File: src/rtl/dct_pkg.sv
package dct_pkg;

  typedef enum logic [3:0] {
    MODE_A_ONLY   = 4'd0,
    MODE_A_OR_B   = 4'd1,
    MODE_A_THEN_B = 4'd2,
    MODE_EV_B     = 4'd3,
    MODE_A_THEN_EV= 4'd4,
    MODE_A_AND_B  = 4'd5,
    MODE_A_NOT_B  = 4'd6,
    MODE_INSIDE   = 4'd7,
    MODE_OUTSIDE  = 4'd8
  } trigMode_e;

  // Comparator results handed from datapath to control
  typedef struct packed {
    logic aAddrHit;
    logic bAddrHit;
    logic bDataHit;
    logic inRange;
  } hits_t;

  // Configuration fields the control needs
  typedef struct packed {
    logic [3:0] mode;
    logic       bkptSel;
    logic       swiSel;
  } ctrlCfg_t;

  // Strobes from control to datapath
  typedef struct packed {
    logic capLoad;
  } strobes_t;

  localparam int CFG_A_ADDR = 0;
  localparam int CFG_B_ADDR = 1;
  localparam int CFG_B_DATA = 2;
  localparam int CFG_CTRL   = 3;

endpackage

File: src/rtl/dct_datapath.sv
module dct_datapath
  import dct_pkg::*;
#(
  parameter int AW = 16,
  parameter int DW = 8
) (
  input  logic          clk,
  input  logic          rstN,
  input  logic          cfgWe,
  input  logic [1:0]    cfgAddr,
  input  logic [AW-1:0] cfgWdata,
  input  logic [AW-1:0] busAddr,
  input  logic [DW-1:0] busData,
  input  strobes_t      strobes,
  output hits_t         hits,
  output ctrlCfg_t      cfg,
  output logic [DW-1:0] capData
);

  logic [AW-1:0] aAddr;
  logic [AW-1:0] bAddr;
  logic [DW-1:0] bData;

  always_ff @(posedge clk or negedge rstN) begin
    if (!rstN) begin
      aAddr <= '0;
      bAddr <= '0;
      bData <= '0;
      cfg   <= '0;
    end else if (cfgWe) begin
      case (cfgAddr)
        2'(CFG_A_ADDR): aAddr <= cfgWdata;
        2'(CFG_B_ADDR): bAddr <= cfgWdata;
        2'(CFG_B_DATA): bData <= cfgWdata[DW-1:0];
        default: begin
          cfg.mode    <= cfgWdata[3:0];
          cfg.bkptSel <= cfgWdata[4];
          cfg.swiSel  <= cfgWdata[5];
        end
      endcase
    end
  end

  logic aboveLow;
  logic belowHigh;

  always_comb begin
    aboveLow      = busAddr >= aAddr;
    belowHigh     = busAddr <= bAddr;
    hits.aAddrHit = busAddr == aAddr;
    hits.bAddrHit = busAddr == bAddr;
    hits.bDataHit = busData == bData;
    hits.inRange  = aboveLow && belowHigh;
  end

  always_ff @(posedge clk or negedge rstN) begin
    if (!rstN) capData <= '0;
    else if (strobes.capLoad) capData <= busData;
  end

  // an inverted span holds no address
  assert_empty_range_R8: assert property (@(posedge clk) disable iff (!rstN)
    (aAddr > bAddr) |-> !hits.inRange);

  // captured data follows the bus data of the capture cycle
  assert_cap_data_R6: assert property (@(posedge clk) disable iff (!rstN)
    strobes.capLoad |=> (capData == $past(busData)));

endmodule

File: src/rtl/dct_control.sv
module dct_control
  import dct_pkg::*;
(
  input  logic     clk,
  input  logic     rstN,
  input  logic     ctrlWr,
  input  logic     armBit,
  input  logic     busValid,
  input  hits_t    hits,
  input  ctrlCfg_t cfg,
  output strobes_t strobes,
  output logic     trigPulse,
  output logic     capValid,
  output logic     bdmReq,
  output logic     swiReq,
  output logic     armed
);

  logic seenA;
  logic live;
  logic traceCond;
  logic evCond;
  logic bkptCond;
  logic seqMode;
  logic traceFire;
  logic evFire;
  logic bkptFire;

  always_comb begin
    traceCond = 1'b0;
    evCond    = 1'b0;
    seqMode   = 1'b0;
    case (cfg.mode)
      MODE_A_ONLY:    traceCond = hits.aAddrHit;
      MODE_A_OR_B:    traceCond = hits.aAddrHit || hits.bAddrHit;
      MODE_A_THEN_B: begin
        seqMode   = 1'b1;
        traceCond = seenA && hits.bAddrHit;
      end
      MODE_EV_B:      evCond = hits.bAddrHit;
      MODE_A_THEN_EV: begin
        seqMode = 1'b1;
        evCond  = seenA && hits.bAddrHit;
      end
      MODE_A_AND_B:   traceCond = hits.aAddrHit && hits.bDataHit;
      MODE_A_NOT_B:   traceCond = hits.aAddrHit && !hits.bDataHit;
      MODE_INSIDE:    traceCond = hits.inRange;
      MODE_OUTSIDE:   traceCond = !hits.inRange;
      default: ;
    endcase
    bkptCond = cfg.mode[0] ? (hits.aAddrHit && hits.bDataHit)
                           : (hits.aAddrHit || hits.bAddrHit);
    live      = armed && busValid;
    traceFire = live && !cfg.bkptSel && traceCond;
    evFire    = live && !cfg.bkptSel && evCond;
    bkptFire  = live && cfg.bkptSel && bkptCond;
    strobes.capLoad = evFire;
  end

  always_ff @(posedge clk or negedge rstN) begin
    if (!rstN) begin
      armed <= 1'b0;
      seenA <= 1'b0;
    end else if (ctrlWr) begin
      armed <= armBit;
      seenA <= 1'b0;
    end else begin
      if (traceFire || bkptFire) armed <= 1'b0;
      if (live && seqMode && !cfg.bkptSel && hits.aAddrHit) seenA <= 1'b1;
    end
  end

  always_ff @(posedge clk or negedge rstN) begin
    if (!rstN) begin
      trigPulse <= 1'b0;
      capValid  <= 1'b0;
      bdmReq    <= 1'b0;
      swiReq    <= 1'b0;
    end else begin
      trigPulse <= traceFire;
      capValid  <= evFire;
      bdmReq    <= bkptFire && !cfg.swiSel;
      swiReq    <= bkptFire && cfg.swiSel;
    end
  end

  // a firing cycle leaves the sequencer disarmed unless re-armed
  assert_disarm_after_fire_R3: assert property (@(posedge clk) disable iff (!rstN)
    ((trigPulse || bdmReq || swiReq) && !$past(ctrlWr)) |-> !armed);

  // outputs pulse only from an armed sequencer
  assert_needs_armed_R2: assert property (@(posedge clk) disable iff (!rstN)
    (trigPulse || capValid || bdmReq || swiReq) |-> $past(armed));

  // breakpoint and trace outputs never overlap
  assert_exclusive_out_R10: assert property (@(posedge clk) disable iff (!rstN)
    $onehot0({trigPulse, capValid, bdmReq, swiReq}));

  // idle bus cycles produce nothing
  assert_idle_bus_R11: assert property (@(posedge clk) disable iff (!rstN)
    !busValid |=> !(trigPulse || capValid || bdmReq || swiReq));

  // an ordered trigger requires history from an earlier cycle
  assert_ordered_R5: assert property (@(posedge clk) disable iff (!rstN)
    (trigPulse && $past(cfg.mode) == MODE_A_THEN_B && $past(cfg.mode) == cfg.mode)
      |-> $past(seenA));

endmodule

File: src/rtl/dualcmp_trigger.sv
module dualcmp_trigger
  import dct_pkg::*;
#(
  parameter int AW = 16,
  parameter int DW = 8
) (
  input  logic          clk,
  input  logic          rstN,
  input  logic          cfgWe,
  input  logic [1:0]    cfgAddr,
  input  logic [AW-1:0] cfgWdata,
  input  logic          busValid,
  input  logic [AW-1:0] busAddr,
  input  logic [DW-1:0] busData,
  output logic          trigPulse,
  output logic          capValid,
  output logic [DW-1:0] capData,
  output logic          bdmReq,
  output logic          swiReq,
  output logic          armed
);

  hits_t    hits;
  ctrlCfg_t cfg;
  strobes_t strobes;
  logic     ctrlWr;

  assign ctrlWr = cfgWe && (cfgAddr == 2'(CFG_CTRL));

  dct_datapath #(.AW(AW), .DW(DW)) datapath_i (
    .clk(clk), .rstN(rstN), .cfgWe(cfgWe), .cfgAddr(cfgAddr),
    .cfgWdata(cfgWdata), .busAddr(busAddr), .busData(busData),
    .strobes(strobes), .hits(hits), .cfg(cfg), .capData(capData)
  );

  dct_control control_i (
    .clk(clk), .rstN(rstN), .ctrlWr(ctrlWr), .armBit(cfgWdata[6]),
    .busValid(busValid), .hits(hits), .cfg(cfg), .strobes(strobes),
    .trigPulse(trigPulse), .capValid(capValid), .bdmReq(bdmReq),
    .swiReq(swiReq), .armed(armed)
  );

endmodule

File: config.mk
export PLATFORM = sky130hd
export DESIGN_NAME = dualcmp_trigger
export DESIGN_NICKNAME = d
export VERILOG_FILES = /design/src/rtl/dct_pkg.sv /design/src/rtl/dct_datapath.sv /design/src/rtl/dct_control.sv /design/src/rtl/dualcmp_trigger.sv
export SDC_FILE = /design/constraint.sdc
export NUM_CORES = 1
export LEC_CHECK = 0
export BUFFER_PORTS_ARGS = -buffer_cell sky130_fd_sc_hd__buf_2
export CAP_MARGIN = 20
export CORE_MARGIN = 2
export CORE_UTILIZATION = 41
export CTS_BUF_LIST = sky130_fd_sc_hd__clkbuf_2
export DETAILED_ROUTE_END_ITERATION = 10
export SYNTH_ARGS = -nofsm -noshare
export SYNTH_HDL_FRONTEND = slang
export SYNTH_HIERARCHICAL = 1
export SYNTH_SLANG_ARGS = --single-unit
File: constraint.sdc
create_clock -name clk -period 6.8 [get_ports clk]
set_input_delay 1.36 -clock clk [delete_from_list [all_inputs] [get_ports clk]]
set_output_delay 1.36 -clock clk [all_outputs]
set_load 0.01 [all_outputs]
==> impl_metrics.tcl, run 1 <==
set metrics [dict create \
    drt.antenna.violating_nets 0 \
    ys_async_sr_fraction 1.00 \
    crit_start "busAddr[13]" \
    yosys-top-cells-count "dfrtp_1 (60), mux2_2 (39), inv_1 (34), ha_1 (32), nand2_1 (30)" \
    grt_setup_unrepaired "false" \
    postRouteWirelength_um 6960 \
    yosys_warnings 6 \
    antenna_found_initial 0 \
    report.final.slew_viol_count 0 \
    r2r_start "datapath_i/aAddr[13]$_DFFE_PN0P_" \
    cts_tree "yes" \
    coreArea_mm2 0.00777 \
    highest_layer "met4" \
    first_global_vias 2355 \
    grt_util_all_layers 0.171 \
    ir_drop_v 0.0000792 \
    drive_above_1_share 0.321 \
    routed_via_density 5.05 \
    drt-initial-drc-count 106 \
    synth_top_family_by_area "multiplexers" \
    power.density_mw_per_mm2 238 \
    critPathMaxStageDelay_ps 570 \
    max-cap-violations 0 \
    post-route-min-period_ps 3230 \
    num_antenna_cells 0 \
    path_delay_family "simple AND/OR/NAND/NOR gates" \
    hold_path_class "flip-flop to flip-flop" \
    yosys_most_used_dff "dfrtp_1" \
    synthMuxAreaShare 0.133 \
    cts-buffers-inserted 9 \
    power_leakage_nw 1.89 \
    syn_avg_cell_area_um2 10.8 \
    fmax_mhz 309 \
    io_buffers 58 \
    dp_hpwl_um 5210 \
    yosys.area.top_type_share 0.456 \
    cp_slowest_cell "or4_4" \
    post-route-period-util 0.475 \
    synth.area.top_cells "dfrtp_1 (46%), mux2_2 (13%), ha_1 (12%), inv_1 (3.9%), nand2_1 (3.4%)" \
    place_congestion 0.802 \
    initial_core_util 0.424 \
    synth_area_mm2 0.00329 \
    grt_max_degree 61 \
    worst_pin_slew_ps 958 \
    worstSetupPathType "primary input to flip-flop" \
    critPathMaxFanout 3 \
    holdWs_ps 447 \
    insertion_delay_ps 480 \
    cp_num_buf_inv 1 \
    grt_first_pass_wirelength_um 11300 \
    seq_area_mm2 0.00150 \
    dr_wl_met2_um 3380 \
    vias 2405 \
    synth.distinct_cells 38 \
    status "finished clean" \
    finalHoldViolCount 0 \
    yosys.area.top_type "dfrtp_1" \
    slew_headroom 0.359 \
    multi_input_area_mm2 0.00162 \
    drt-wirelength-per-cell_um 14.6 \
    area_growth_pct 15.9 \
    critical_path_cell_count 11 \
    synth-simple-area-share 0.121 \
    overflow 0 \
    syn_inst 306 \
    skew_ps 11.4 \
    regToRegEndpoint "control_i/armed$_DFFE_PN0P_" \
    cp-end-kind "flip-flop" \
    cp-start-kind "primary input" \
    die_area_mm2 0.00876 \
    synth_fa_ha_area_frac 0.122 \
    ioPinCount 59 \
    met1Wirelength_um 3250 \
    worstSetupEndpoint "control_i/armed$_DFFE_PN0P_" \
    clk_pin_slew_ps 160 \
    cts_resized 0 \
    htreeDepth 3 \
    yosysMostFrequentCell "dfrtp_1" \
    rr_worst_depth 11 \
    yosys_register_bits 60 \
    wl_met3_um 183 \
    synth-seq-area-share 0.456 \
    cp.required_ps 7190 \
    synth_xor_area_frac 0.0239 \
    syn_nets 384 \
    clock_path_buffers 2 \
    clock-sinks 60 \
    synth_compound_area_frac 0.0920 \
    rrSetupSlack_ps 4170 \
    rows 32 \
    setup_viol 0 \
    cp_cell_sequence "buf_2 > ha_1 > nand4_2 > or4_4 > o211ai_2 > o21a_1 > or3b_1 > a211oi_2 > nor4_1 > nor2_1 > o41ai_2" \
    post-route-util 0.491 \
    n_fill_cell 753 \
    drcViolationCount 0 \
    tns_ps 0 \
    crit_arrival_ps 3630 \
    cts_hold_buf 0 \
    synth_edf_count 0 \
    post-cts-setup-buffers 0 \
    firstDrtPassIters 4 \
    nets 447 \
    fp.dieW_um 93.6 \
    root_buffer "clkbuf_2" \
    die_y_um 93.6 \
]
[stage by stage]
stage,setup WS (ps),cell area [um^2],power [mW],instances
final,3570,3810,0.908,476
after global routing,3450,3810,0.971,476
after CTS,3600,3810,0.917,476
after detailed placement,3070,3690,0.665,460
after global placement,3170,3690,0.656,460
after floorplan,3430,3290,0.598,306
[cell type report]
cell class,instances,share of cell area
Timing Repair Buffer,60,0.0800
Clock buffer,10,0.0131
Clock inverter,6,0.0207
Tap cell,102,0.0335
Inverter,34,0.0335
Multi-Input combinational cell,204,0.426
Sequential cell,60,0.394
[routing by layer]
layer  track usage  up-vias
met5             0        -
met3        0.0330       13
met1         0.224     1157
li1              -     1201
met2         0.267       34
met4        0.0942        0
[kinds of logic after synthesis]
logic type                 Yosys count
muxes                               39
AOI/OAI and AO/OA                   49
DFF                                 60
buffers and inverters               42
adders and majority gates           32
xor gates and xnor gates             9
and+or+nand+nor                     75
[placed cells by master (no fill, tap or decap), types with 2 or more instances in the layout]
| cell | count |
|---|---|
| and3_1 | 4 |
| nor4_1 | 2 |
| xnor2_1 | 9 |
| o21ai_0 | 21 |
| or3b_1 | 2 |
| nor2b_1 | 2 |
| inv_1 | 34 |
| mux2_2 | 39 |
| nand4_1 | 7 |
| nand2_1 | 30 |
| nor3_1 | 2 |
| buf_2 | 58 |
| a21oi_1 | 16 |
| buf_4 | 2 |
| nand3b_1 | 4 |
| nand3_1 | 4 |
| clkinv_2 | 3 |
| clkbuf_2 | 10 |
| o21a_1 | 2 |
| nor3b_1 | 3 |
| and4_1 | 2 |
| ha_1 | 32 |
| bufinv_16 | 2 |
| nor2_1 | 9 |
| dfrtp_1 | 60 |
[report_power, final]
part	leakage (nW)	switching [mW]	total, mW	internal (mW)
registers	0.745	0.0339	0.441	0.407
logic	1.06	0.108	0.216	0.108
clock network	0.0831	0.131	0.251	0.120
total	1.89	0.273	0.908	0.635
[sequential cells by signal (all words and copies together) (netlist names)]
signal	count
control_i/armed	1
control_i/bdmReq	1
control_i/capValid	1
control_i/seenA	1
control_i/swiReq	1
control_i/trigPulse	1
datapath_i/aAddr	16
datapath_i/bAddr	16
datapath_i/bData	8
datapath_i/capData	8
datapath_i/cfg	6
[worst min path at each step]
stage | startpoint | endpoint | slack (ps) | cells past startpoint
5_1_grt | datapath_i/cfg[0]$_DFFE_PN0P_ | control_i/bdmReq$_DFF_PN0_ | 480 | 1
6_report | datapath_i/cfg[0]$_DFFE_PN0P_ | control_i/bdmReq$_DFF_PN0_ | 450 | 1
4_1_cts | datapath_i/cfg[0]$_DFFE_PN0P_ | control_i/bdmReq$_DFF_PN0_ | 450 | 1
3_5_place_dp | datapath_i/cfg[0]$_DFFE_PN0P_ | control_i/bdmReq$_DFF_PN0_ | 430 | 1
2_1_floorplan | datapath_i/cfg[0]$_DFFE_PN0P_ | control_i/bdmReq$_DFF_PN0_ | 410 | 1
3_3_place_gp | datapath_i/cfg[0]$_DFFE_PN0P_ | control_i/bdmReq$_DFF_PN0_ | 420 | 1
Power figures use the tool's default switching activity.
==> run 2: changes to the inputs <==
==> constraint.sdc (replaced) <==
create_clock -name clk -period 2.95 [get_ports clk]
set_input_delay 0.59 -clock clk [delete_from_list [all_inputs] [get_ports clk]]
set_output_delay 0.59 -clock clk [all_outputs]
set_load 0.01 [all_outputs]
==> impl_metrics.tcl, run 2 (synthesized netlist as in run 1, its figures left out) <==
set metrics [dict create \
    worst_pin_slew_ps 716 \
    fp.dieW_um 93.6 \
    skew_ps 13.7 \
    cts_tree "yes" \
    cp-end-kind "flip-flop" \
    max-cap-violations 0 \
    overflow 0 \
    grt_max_degree 33 \
    critPathMaxStageDelay_ps 550 \
    ioPinCount 59 \
    finalPower_mw 2.14 \
    clk_pin_slew_ps 190 \
    clock_path_buffers 2 \
    antenna_found_initial 0 \
    critPathMaxFanout 3 \
    io_buffers 58 \
    reg_top3 "datapath_i/aAddr (16), datapath_i/bAddr (16)" \
    cts_hold_buf 0 \
    fmax_mhz 385 \
    place_congestion 0.808 \
    cts_resized 0 \
    coreArea_mm2 0.00777 \
    status "finished clean" \
    tns_ps 0 \
    post-route-period-util 0.880 \
    grt_first_pass_wirelength_um 11500 \
    die_area_mm2 0.00876 \
    rr_worst_depth 11 \
    hold_path_class "primary input to asynchronous set/reset pin" \
    htreeDepth 3 \
    dp_hpwl_um 5340 \
    cp-start-kind "flip-flop" \
    area_growth_pct 17.0 \
    finalHoldViolCount 0 \
    post-route-min-period_ps 2600 \
    clock-sinks 60 \
    drt-wirelength-per-cell_um 14.7 \
    placed_area_mm2 0.00371 \
    drt-initial-drc-count 83 \
    report.final.slew_viol_count 0 \
    worstSetupPathType "flip-flop to flip-flop" \
    crit_arrival_ps 3010 \
    n_fill_cell 748 \
    nets 448 \
    drive_above_1_share 0.325 \
    mostFrequentLayoutCells "dfrtp_1 (60), buf_2 (58), mux2_2 (39)" \
    first_global_vias 2366 \
    rows 32 \
    cp_cell_sequence "inv_1 > ha_1 > nand4_1 > or4_4 > o211ai_2 > o21a_1 > or3b_1 > a211oi_2 > nor4_1 > nor2_1 > o41ai_2" \
    post-route-util 0.496 \
    post-route-worst-setup-slack_ps 355 \
    die_y_um 93.6 \
    routed_via_density 5.09 \
    num_antenna_cells 0 \
    drt.antenna.violating_nets 0 \
    cp_slowest_cell "or4_4" \
    insertion_delay_ps 490 \
    initial_core_util 0.424 \
    setup_viol 0 \
    post-cts-setup-buffers 0 \
    slew_headroom 0.523 \
    placed_cells 461 \
    firstDrtPassIters 4 \
    stdcell_count 477 \
    grt_util_all_layers 0.176 \
    postRouteWirelength_um 7010 \
    final_common_cell "dfrtp_1" \
    fin_area_mm2 0.00385 \
    grt_setup_unrepaired "false" \
    cts-buffers-inserted 9 \
    power_leakage_nw 1.89 \
    holdWs_ps 115 \
    ir_drop_v 0.000196 \
    root_buffer "clkbuf_2" \
    drcViolationCount 0 \
    vias 2427 \
    cp.required_ps 3370 \
    dpl_worst_slack_ps 33.0 \
    power.density_mw_per_mm2 557 \
]
-- run 2: changes by cell type in the layout (fill, tap and decap cells not counted) --
cell / previous run / this run
clkinv_2: 3 / 0
clkinv_4: 0 / 3
clkinvlp_4: 0 / 2
buf_12: 0 / 1
clkbuf_2: 10 / 9
clkinv_1: 1 / 0
-- run 2: worst paths after layout --
check,start,to,slack [ps]
worst min-delay path,rstN,datapath_i/bAddr[11]$_DFFE_PN0P_,120
worst max-delay path,datapath_i/aAddr[11]$_DFFE_PN0P_,control_i/armed$_DFFE_PN0P_,350
worst min register to register,datapath_i/cfg[0]$_DFFE_PN0P_,control_i/bdmReq$_DFF_PN0_,450
max in group asynchronous,rstN,datapath_i/bAddr[7]$_DFFE_PN0P_,2220
worst max register to register,datapath_i/aAddr[11]$_DFFE_PN0P_,control_i/armed$_DFFE_PN0P_,350
min in group clk,cfgWdata[15],datapath_i/aAddr[15]$_DFFE_PN0P_,300
-- run 2: power breakdown --
| group | leakage [nW] | switching, mW | internal (mW) |
|---|---|---|---|
| clock | 0.0783 | 0.343 | 0.284 |
| combinational | 1.07 | 0.251 | 0.251 |
| sequential | 0.745 | 0.0779 | 0.938 |
| total | 1.89 | 0.672 | 1.47 |
-- run 2: worst max-delay path, delay by kind of cell, from the launching register on --
family / cells / cell delay [ps]
adder cells (fa/ha/maj): 1 / 310
AND/OR/NAND/NOR: 5 / 1130
AO/OA/AOI/OAI: 4 / 660
flip-flops: 1 / 360
buffers and inverters: 1 / 50
-- run 2: layer usage --
metal  part of all wire  vias to the layer above  wire length (um)  GRT usage
li1                   -                     1207                 -          -
met1               0.46                     1158              3230      0.237
met2               0.48                       46              3380      0.267
met3              0.034                       16               240     0.0371
met4              0.024                        0               170     0.0894
met5                  0                        -                 0          0
-- run 2: cell type report --
type                       count  area [um^2]  share of cell area
inverter                      34          128              0.0331
sequential                    60         1500               0.390
multi-input combinational    204         1620               0.422
timing repair buffer          61          325              0.0844
clock inverter                 7          101              0.0263
clock buffer                   9         45.0              0.0117
tap                          102          128              0.0331
==> run 3: changes to the inputs <==
--- a/config.mk
+++ b/config.mk
@@ -11,6 +11,7 @@
 export CORE_UTILIZATION = 41
 export CTS_BUF_LIST = sky130_fd_sc_hd__clkbuf_2
 export DETAILED_ROUTE_END_ITERATION = 10
+export PLACE_DENSITY = 0.63
 export SYNTH_ARGS = -nofsm -noshare
 export SYNTH_HDL_FRONTEND = slang
 export SYNTH_HIERARCHICAL = 1
==> impl_metrics.tcl, run 3 (synthesized netlist as in run 1, its figures left out) <==
set metrics [dict create \
    path_delay_family "simple AND/OR/NAND/NOR gates" \
    slew_headroom 0.487 \
    crit_arrival_ps 3030 \
    report.final.slew_viol_count 0 \
    final_common_cell "dfrtp_1" \
    cp-end-kind "flip-flop" \
    tns_ps 0 \
    post-route-min-period_ps 2640 \
    reg_top3 "datapath_i/aAddr (16), datapath_i/bAddr (16)" \
    worstSetupPathType "flip-flop to flip-flop" \
    placed_cells 462 \
    drt-wirelength-per-cell_um 14.4 \
    grt_first_pass_wirelength_um 11500 \
    rows 32 \
    overflow 0 \
    ir_drop_v 0.000170 \
    drive_above_1_share 0.323 \
    area_growth_pct 15.6 \
    cts_tree "yes" \
    setup_viol 0 \
    clk_pin_slew_ps 180 \
    htreeDepth 3 \
    die_area_mm2 0.00876 \
    ioPinCount 59 \
    clock_path_buffers 2 \
    insertion_delay_ps 470 \
    grt_setup_unrepaired "false" \
    firstDrtPassIters 4 \
    cts-buffers-inserted 9 \
    fmax_mhz 379 \
    postRouteWirelength_um 6880 \
    grt_max_degree 61 \
    post-route-util 0.490 \
    skew_ps 30.5 \
    fp.dieW_um 93.6 \
    drt-initial-drc-count 140 \
    die_y_um 93.6 \
    initial_core_util 0.424 \
    cts_hold_buf 0 \
    worst_pin_slew_ps 769 \
    grt_util_all_layers 0.170 \
    cp_slowest_cell "or4_4" \
    drt.antenna.violating_nets 0 \
    post-route-period-util 0.893 \
    finalHoldViolCount 0 \
    hold_path_class "primary input to asynchronous set/reset pin" \
    root_buffer "clkbuf_2" \
    mostFrequentLayoutCells "dfrtp_1 (60), buf_2 (58), mux2_2 (39)" \
    power.density_mw_per_mm2 527 \
    cp-start-kind "flip-flop" \
    cts_resized 0 \
    first_global_vias 2423 \
    stdcell_count 477 \
    critPathMaxFanout 3 \
    clock-sinks 60 \
    routed_via_density 5.06 \
    fin_area_mm2 0.00380 \
    critPathMaxStageDelay_ps 560 \
    io_buffers 58 \
    vias 2412 \
    antenna_found_initial 0 \
    placed_area_mm2 0.00370 \
    place_congestion 0.857 \
    max-cap-violations 0 \
    cp_cell_sequence "inv_1 > ha_1 > nand4_2 > or4_4 > o211ai_2 > o21a_1 > or3b_1 > a211oi_2 > nor4_1 > nor2_1 > o41ai_2" \
    status "finished clean" \
    post-cts-setup-buffers 0 \
    nets 449 \
    dp_hpwl_um 5200 \
    cp.required_ps 3340 \
    num_antenna_cells 0 \
    power_leakage_nw 1.88 \
    drcViolationCount 0 \
    cp_num_buf_inv 1 \
    coreArea_mm2 0.00777 \
]
-- run 3: through the flow --
| step | setup WS, ps | hold WS [ps] | power, mW |
|---|---|---|---|
| floorplan | 351 | 294 | 1.38 |
| global placement | 27.3 | 425 | 1.51 |
| detailed placement | 26.5 | 441 | 1.54 |
| CTS | 308 | 237 | 2.03 |
| global route | 121 | 239 | 2.16 |
| finish | 315 | 251 | 2.01 |
-- run 3: final timing paths --
kind / to / slack [ps] / from / depth (start not counted)
min: datapath_i/bAddr[12]$_DFFE_PN0P_ / 250 / rstN / 2
max reg2reg: control_i/armed$_DFFE_PN0P_ / 310 / datapath_i/aAddr[13]$_DFFE_PN0P_ / 11
max in group asynchronous: datapath_i/aAddr[1]$_DFFE_PN0P_ / 2190 / rstN / 2
min in group clk: datapath_i/aAddr[15]$_DFFE_PN0P_ / 320 / cfgWdata[15] / 3
max: control_i/armed$_DFFE_PN0P_ / 310 / datapath_i/aAddr[13]$_DFFE_PN0P_ / 11
min reg2reg: control_i/bdmReq$_DFF_PN0_ / 460 / datapath_i/cfg[0]$_DFFE_PN0P_ / 1
-- run 3: metal layers --
metal,routed length (um),vias to the layer above,GRT usage
li1,-,1204,-
met1,3300,1162,0.234
met2,3310,37,0.264
met3,164,9,0.0330
met4,113,0,0.0725
met5,0,-,0
-- run 3: layout make-up --
| type | instances | area, um^2 |
|---|---|---|
| clock buffers | 10 | 50.0 |
| inverters | 34 | 128 |
| fillers | 749 | 3960 |
| repair buffers | 62 | 320 |
| flip-flops and latches | 60 | 1500 |
| multi-input cells | 204 | 1620 |
| clock inverters | 5 | 53.8 |
| well taps | 102 | 128 |
-- run 3: report_power, final --
part           switching [mW]  leakage [nW]  internal [mW]  total, mW
registers              0.0774         0.745          0.938       1.02
clock network           0.299        0.0614          0.190      0.490
logic                   0.250          1.07          0.250      0.500
